File: src/rtl/i2c_cond_pkg.sv
package i2c_cond_pkg;
  localparam int unsigned REQ_W       = 3;
  localparam int unsigned REQ_START   = 0;
  localparam int unsigned REQ_RESTART = 1;
  localparam int unsigned REQ_STOP    = 2;

  typedef enum logic [2:0] {
    G_IDLE,
    G_RS_SDA_REL,
    G_RS_SCL_REL,
    G_ST_SDA_LO,
    G_ST_SCL_LO,
    G_SP_SDA_LO,
    G_SP_SCL_REL,
    G_SP_SDA_REL
  } gen_state_e;
endpackage

File: src/rtl/i2c_cond_sync.sv
module i2c_cond_sync #(
  parameter int unsigned WIDTH  = 2,
  parameter int unsigned STAGES = 2
) (
  input  logic             clk_i,
  input  logic             rst_ni,
  input  logic [WIDTH-1:0] d_i,
  output logic [WIDTH-1:0] q_o
);
  logic [WIDTH-1:0] stg_q [STAGES];

  for (genvar i = 0; i < STAGES; i++) begin : g_stg
    if (i == 0) begin : g_first
      always_ff @(posedge clk_i or negedge rst_ni) begin
        if (!rst_ni) stg_q[0] <= '1;
        else         stg_q[0] <= d_i;
      end
    end else begin : g_next
      always_ff @(posedge clk_i or negedge rst_ni) begin
        if (!rst_ni) stg_q[i] <= '1;
        else         stg_q[i] <= stg_q[i-1];
      end
    end
  end

  assign q_o = stg_q[STAGES-1];
endmodule

File: src/rtl/i2c_cond_detect.sv
module i2c_cond_detect (
  input  logic clk_i,
  input  logic rst_ni,
  input  logic scl_s_i,
  input  logic sda_s_i,
  output logic start_det_o,
  output logic stop_det_o
);
  logic scl_prev_q, sda_prev_q;
  logic scl_steady_hi;

  // SCL must be high on both samples so a simultaneous edge is not taken
  assign scl_steady_hi = scl_s_i & scl_prev_q;

  always_ff @(posedge clk_i or negedge rst_ni) begin
    if (!rst_ni) begin
      scl_prev_q  <= 1'b1;
      sda_prev_q  <= 1'b1;
      start_det_o <= 1'b0;
      stop_det_o  <= 1'b0;
    end else begin
      scl_prev_q  <= scl_s_i;
      sda_prev_q  <= sda_s_i;
      start_det_o <= scl_steady_hi & sda_prev_q & ~sda_s_i;
      stop_det_o  <= scl_steady_hi & ~sda_prev_q & sda_s_i;
    end
  end
endmodule

File: src/rtl/i2c_cond_gen.sv
module i2c_cond_gen
  import i2c_cond_pkg::*;
#(
  parameter int unsigned HOLD_CYC = 4
) (
  input  logic             clk_i,
  input  logic             rst_ni,
  input  logic             en_i,
  input  logic [REQ_W-1:0] req_set_i,
  output logic [REQ_W-1:0] pend_o,
  output logic             busy_o,
  output logic             scl_oe_o,
  output logic             sda_oe_o,
  output logic             done_o
);
  localparam int unsigned CW = (HOLD_CYC > 1) ? $clog2(HOLD_CYC) : 1;
  localparam logic [CW-1:0] CNT_LAST = CW'(HOLD_CYC - 1);

  gen_state_e       state_q, state_d;
  logic [CW-1:0]    cnt_q, cnt_d;
  logic [REQ_W-1:0] pend_q, clr;
  logic [1:0]       kind_q, kind_d;
  logic             done_q, done_d;
  logic             last;

  assign last = (cnt_q == CNT_LAST);

  always_comb begin
    state_d = state_q;
    cnt_d   = cnt_q;
    kind_d  = kind_q;
    clr     = '0;
    done_d  = 1'b0;
    if (state_q == G_IDLE) begin
      cnt_d = '0;
      if (pend_q[REQ_STOP]) begin
        state_d = G_SP_SDA_LO;
        kind_d  = 2'(REQ_STOP);
      end else if (pend_q[REQ_RESTART]) begin
        state_d = G_RS_SDA_REL;
        kind_d  = 2'(REQ_RESTART);
      end else if (pend_q[REQ_START]) begin
        state_d = G_ST_SDA_LO;
        kind_d  = 2'(REQ_START);
      end
    end else if (last) begin
      cnt_d = '0;
      unique case (state_q)
        G_RS_SDA_REL: state_d = G_RS_SCL_REL;
        G_RS_SCL_REL: state_d = G_ST_SDA_LO;
        G_ST_SDA_LO:  state_d = G_ST_SCL_LO;
        G_SP_SDA_LO:  state_d = G_SP_SCL_REL;
        G_SP_SCL_REL: state_d = G_SP_SDA_REL;
        default: begin
          state_d      = G_IDLE;
          done_d       = 1'b1;
          clr[kind_q]  = 1'b1;
        end
      endcase
    end else begin
      cnt_d = cnt_q + 1'b1;
    end
    if (!en_i) begin
      state_d = G_IDLE;
      cnt_d   = '0;
      done_d  = 1'b0;
    end
  end

  always_ff @(posedge clk_i or negedge rst_ni) begin
    if (!rst_ni) begin
      state_q <= G_IDLE;
      cnt_q   <= '0;
      kind_q  <= '0;
      pend_q  <= '0;
      done_q  <= 1'b0;
    end else begin
      state_q <= state_d;
      cnt_q   <= cnt_d;
      kind_q  <= kind_d;
      done_q  <= done_d;
      pend_q  <= en_i ? ((pend_q & ~clr) | req_set_i) : '0;
    end
  end

  always_comb begin
    scl_oe_o = 1'b0;
    sda_oe_o = 1'b0;
    unique case (state_q)
      G_RS_SDA_REL: scl_oe_o = 1'b1;
      G_ST_SDA_LO:  sda_oe_o = 1'b1;
      G_ST_SCL_LO,
      G_SP_SDA_LO: begin
        scl_oe_o = 1'b1;
        sda_oe_o = 1'b1;
      end
      G_SP_SCL_REL: sda_oe_o = 1'b1;
      default: ;
    endcase
  end

  assign busy_o = (state_q != G_IDLE);
  assign pend_o = pend_q;
  assign done_o = done_q;
endmodule

File: src/rtl/i2c_cond_ctrl.sv
module i2c_cond_ctrl
  import i2c_cond_pkg::*;
#(
  parameter int unsigned HOLD_CYC    = 4,
  parameter int unsigned SYNC_STAGES = 2
) (
  input  logic             clk_i,
  input  logic             rst_ni,
  input  logic             gen_mode_i,
  input  logic             shift_scl_oe_i,
  input  logic             shift_sda_oe_i,
  input  logic             sw_scl_oe_i,
  input  logic             sw_sda_oe_i,
  input  logic [REQ_W-1:0] req_set_i,
  input  logic             scl_i,
  input  logic             sda_i,
  output logic             scl_oe_o,
  output logic             sda_oe_o,
  output logic [REQ_W-1:0] req_pend_o,
  output logic             start_det_o,
  output logic             stop_det_o,
  output logic             cond_irq_o
);
  logic [1:0] bus_s;
  logic       gen_busy, gen_scl_oe, gen_sda_oe, gen_done;

  i2c_cond_sync #(.WIDTH(2), .STAGES(SYNC_STAGES)) u_sync (
    .clk_i  (clk_i),
    .rst_ni (rst_ni),
    .d_i    ({scl_i, sda_i}),
    .q_o    (bus_s)
  );

  i2c_cond_detect u_det (
    .clk_i       (clk_i),
    .rst_ni      (rst_ni),
    .scl_s_i     (bus_s[1]),
    .sda_s_i     (bus_s[0]),
    .start_det_o (start_det_o),
    .stop_det_o  (stop_det_o)
  );

  i2c_cond_gen #(.HOLD_CYC(HOLD_CYC)) u_gen (
    .clk_i     (clk_i),
    .rst_ni    (rst_ni),
    .en_i      (gen_mode_i),
    .req_set_i (req_set_i),
    .pend_o    (req_pend_o),
    .busy_o    (gen_busy),
    .scl_oe_o  (gen_scl_oe),
    .sda_oe_o  (gen_sda_oe),
    .done_o    (gen_done)
  );

  always_comb begin
    if (!gen_mode_i) begin
      scl_oe_o = shift_scl_oe_i | sw_scl_oe_i;
      sda_oe_o = shift_sda_oe_i | sw_sda_oe_i;
    end else if (gen_busy) begin
      scl_oe_o = gen_scl_oe;
      sda_oe_o = gen_sda_oe;
    end else begin
      scl_oe_o = shift_scl_oe_i;
      sda_oe_o = shift_sda_oe_i;
    end
  end

  assign cond_irq_o = gen_mode_i ? gen_done : (start_det_o | stop_det_o);
endmodule

File: config.mk
export PLATFORM = sky130hd
export DESIGN_NAME = i2c_cond_ctrl
export DESIGN_NICKNAME = d
export VERILOG_FILES = /design/src/rtl/i2c_cond_pkg.sv /design/src/rtl/i2c_cond_sync.sv /design/src/rtl/i2c_cond_detect.sv /design/src/rtl/i2c_cond_gen.sv /design/src/rtl/i2c_cond_ctrl.sv
export SDC_FILE = /design/constraint.sdc
export NUM_CORES = 1
export LEC_CHECK = 0
export CORE_UTILIZATION = 52
export DETAILED_ROUTE_END_ITERATION = 7
export GPL_TIMING_DRIVEN = 1
export HOLD_SLACK_MARGIN = 0.1
export PLACE_DENSITY = 0.82
export SYNTH_ARGS = -nofsm -noshare
export SYNTH_HDL_FRONTEND = slang
export SYNTH_SLANG_ARGS = --single-unit
File: constraint.sdc
create_clock -name clk_i -period 2.2 [get_ports clk_i]
set_input_delay 0.22 -clock clk_i [delete_from_list [all_inputs] [get_ports clk_i]]
set_output_delay 0.22 -clock clk_i [all_outputs]
set_load 0.1 [all_outputs]
==> flow_summary.toml <==
[outcome]
outcome = "finished, final reports clean"

[placed_design]
placed_cell_area_sq_mm = 0.001102
portBuffers = 19
gp_congestion = 0.7595
hpwl_mm = 1.216
placed_cells_incl_taps = 106

[clock_network]
cts.htree.levels = 1
cts_tree = "built"
cts_resized = 0
clk_path_buf_depth = 2
post_cts_buffers = 0
insertion_delay_ns = 0.31
hold_buffers = 0
path_clk_slew_ns = 0.11
cts_num_sinks = 19
cts.root.buffer_cell = "clkbuf_4"
numCtsBuffers = 3

[worst_setup_path]
worstSetupPathType = "register to primary output"
end_kind = "primary output"
crit_path_max_fanout = 10
critPathArrivalTime_ns = 1.85
r2r_cells = 3
start_kind = "register"
critPathLaunch = "u_gen.state_q[0]$_DFFE_PN0P_"
critPathRequiredTime_ns = 1.98
r2r-start = "u_gen.state_q[0]$_DFFE_PN0P_"

[cells_and_area]
antenna-diode-count = 0
ff_latch_area_sq_um = 483.0
fin_area_sq_mm = 0.001132
final_util = 0.7263
fill_cells = 109
syn_to_final_growth_pct = 26.22
multi_input_area_sq_um = 372.9
layout.nets = 108
drive_gt1_frac = 0.2766
fin_cells = 110

[timing]
rsz0062_at_grt = "no"
period_share = 0.9402
relSlewSlack = 0.6322
fmax_mhz = 483.4
finalSetupViolCount = 0
final.min_clock_period_ns = 2.069
final_max_slew_viol_count = 0
worst_pin_slew_ns = 0.5500
fin_skew_ns = 0.002163
whs_ns = 0.2282
setup_tns_ns = 0
finalHoldViolCount = 0

[yosys]
synth_mux_area_frac = 0.01116
synth_seq_area_share = 0.5384
syn_area_sq_um = 897.1
synthTopCellsByArea = "dfrtp_1 (36%), dfstp_2 (18%), buf_6 (3.8%)"
synth_simple_gate_area_frac = 0.1506
synth_top_area_share = 0.3626
synth_area_leader_cell = "dfrtp_1"
netlist_instances = 74
synth_most_common_cell = "dfrtp_1"
synth_compound_area_frac = 0.1911
synth_area_per_cell_sq_um = 12.12
synth-xor-area-share = 0.04045
synthTopCellsByCount = "dfrtp_1 (13), dfstp_2 (6), nand2_1 (5), a21oi_1 (4), nor3_1 (4)"
synth_fa_ha_area_frac = 0.01395
synth_top_family_by_area = "compound AO/OA/AOI/OAI gates"
synthDistinctLibCells = 32
yosysWarningCount = 0
ys_seq_elements = 19
ys_async_sr_fraction = 1.000
synth_nets = 87
synth-main-ff-cell = "dfrtp_1"
synth_edf_count = 0

[grt]
grt_max_degree = 20
grt_use_total = 0.2217
grt.overflow.total = 0
antenna_found_initial = 0
grt_pass1_wl_mm = 2.994
grt_pass1_vias = 682

[routing]
drtPass1Iterations = 4
wire_per_inst_microns = 15.54
routed_via_density = 5.955
ant_nets = 0
vias = 655
wirelength_mm = 1.709
drc_errors = 0
drtIter0Drc = 18

[floorplan]
die_width_microns = 43.54
io_pins = 20
dieArea_sq_mm = 0.001895
fp-row-count = 14
start_util = 0.5754
core_area_sq_mm = 0.001559
die_y_microns = 43.54

[min_path]
hp-class = "primary input to asynchronous set/reset pin"

[pwr]
p_per_area_mw_per_mm2 = 1055
power_leakage_nw = 0.4878
ir_drop_uv = 673.0

[job]
max_cap_violations = 0
-- per-stage QoR --
step           power [W]  setup slack, ns
2_1_floorplan  0.0009024          0.09310
3_3_place_gp   0.0009892           0.4442
3_5_place_dp    0.001010           0.4244
4_1_cts         0.001195           0.1418
5_1_grt         0.001265          0.01641
6_report        0.001194           0.1315
-- cell families (layout without fill, tap and decap cells) --
kind of cell	count (synthesis)	after routing
buffers and inverters	7	27
AND/OR/NAND/NOR	22	22
flip-flops	19	19
XOR/XNOR	2	2
multiplexers	1	1
adder cells (fa/ha/maj)	1	1
AO/OA/AOI/OAI	22	22
-- power by group --
part	switching (W)	internal, W
clock network	0.000116	0.0000695
registers	0.000110	0.000411
logic	0.000274	0.000214
total	0.000500	0.000695
-- path summary, 6_finish.rpt --
path                                                     end  slack, ns
worst max register to register  u_gen.state_q[2]$_DFFE_PN0P_       0.69
max in group asynchronous            u_sync.q_o[1]$_DFF_PN1_       1.72
min in group clk_i                 u_sync.stg_q[2]$_DFF_PN1_       0.30
worst min register to register       u_sync.q_o[0]$_DFF_PN1_       0.36
worst min-delay path                  u_gen.done_o$_DFF_PN0_       0.23
worst max-delay path                                sda_oe_o       0.13
-- state kept, by name, indices dropped and copies added, names as in the netlist --
register and flops:
u_sync.stg_q 2, u_gen.done_o 1, u_det.scl_prev_q 1, u_det.sda_prev_q 1, u_gen.cnt_q 2, u_gen.kind_q 2, u_gen.pend_o 3, u_gen.state_q 3
u_det.stop_det_o 1, u_sync.q_o 2, u_det.start_det_o 1
-- worst max-delay path: stages (launching register included) --
cell     delay [ns]
dfrtp_1        0.68
nor2_1         0.16
a22o_1         0.28
a21oi_2        0.21
buf_12         0.20
-- layout by cell type, fill, tap and decap left out, types with 2 or more instances in the layout --
| cell | n |
|---|---|
| buf_4 | 6 |
| inv_1 | 3 |
| nor2_1 | 2 |
| clkbuf_4 | 3 |
| nor3_1 | 4 |
| nor3b_1 | 3 |
| dfstp_2 | 6 |
| dfrtp_1 | 13 |
| o41a_1 | 3 |
| nand2b_1 | 2 |
| nand2_1 | 5 |
| clkdlybuf4s50_1 | 11 |
| a22o_1 | 2 |
| buf_12 | 3 |
| a21oi_1 | 3 |
| o21a_1 | 3 |
| o21ai_0 | 2 |
-- per-layer routing --
layer | GRT usage | vias to the layer above | routed length, microns
met5 | 0 | - | 0
met3 | 0.06250 | 4 | 72
met4 | 0.08750 | 0 | 38
li1 | - | 313 | -
met2 | 0.3576 | 17 | 887
met1 | 0.2849 | 321 | 712
-- layout make-up --
type / count / share of cell area
tap: 16 / 0.01768
sequential: 19 / 0.4265
timing repair buffer: 20 / 0.1901
inverter: 3 / 0.009945
multi-input combinational: 48 / 0.3293
clock inverter: 1 / 0.006630
clock buffer: 3 / 0.01989
No activity file was read; power rests on OpenSTA's default activity.
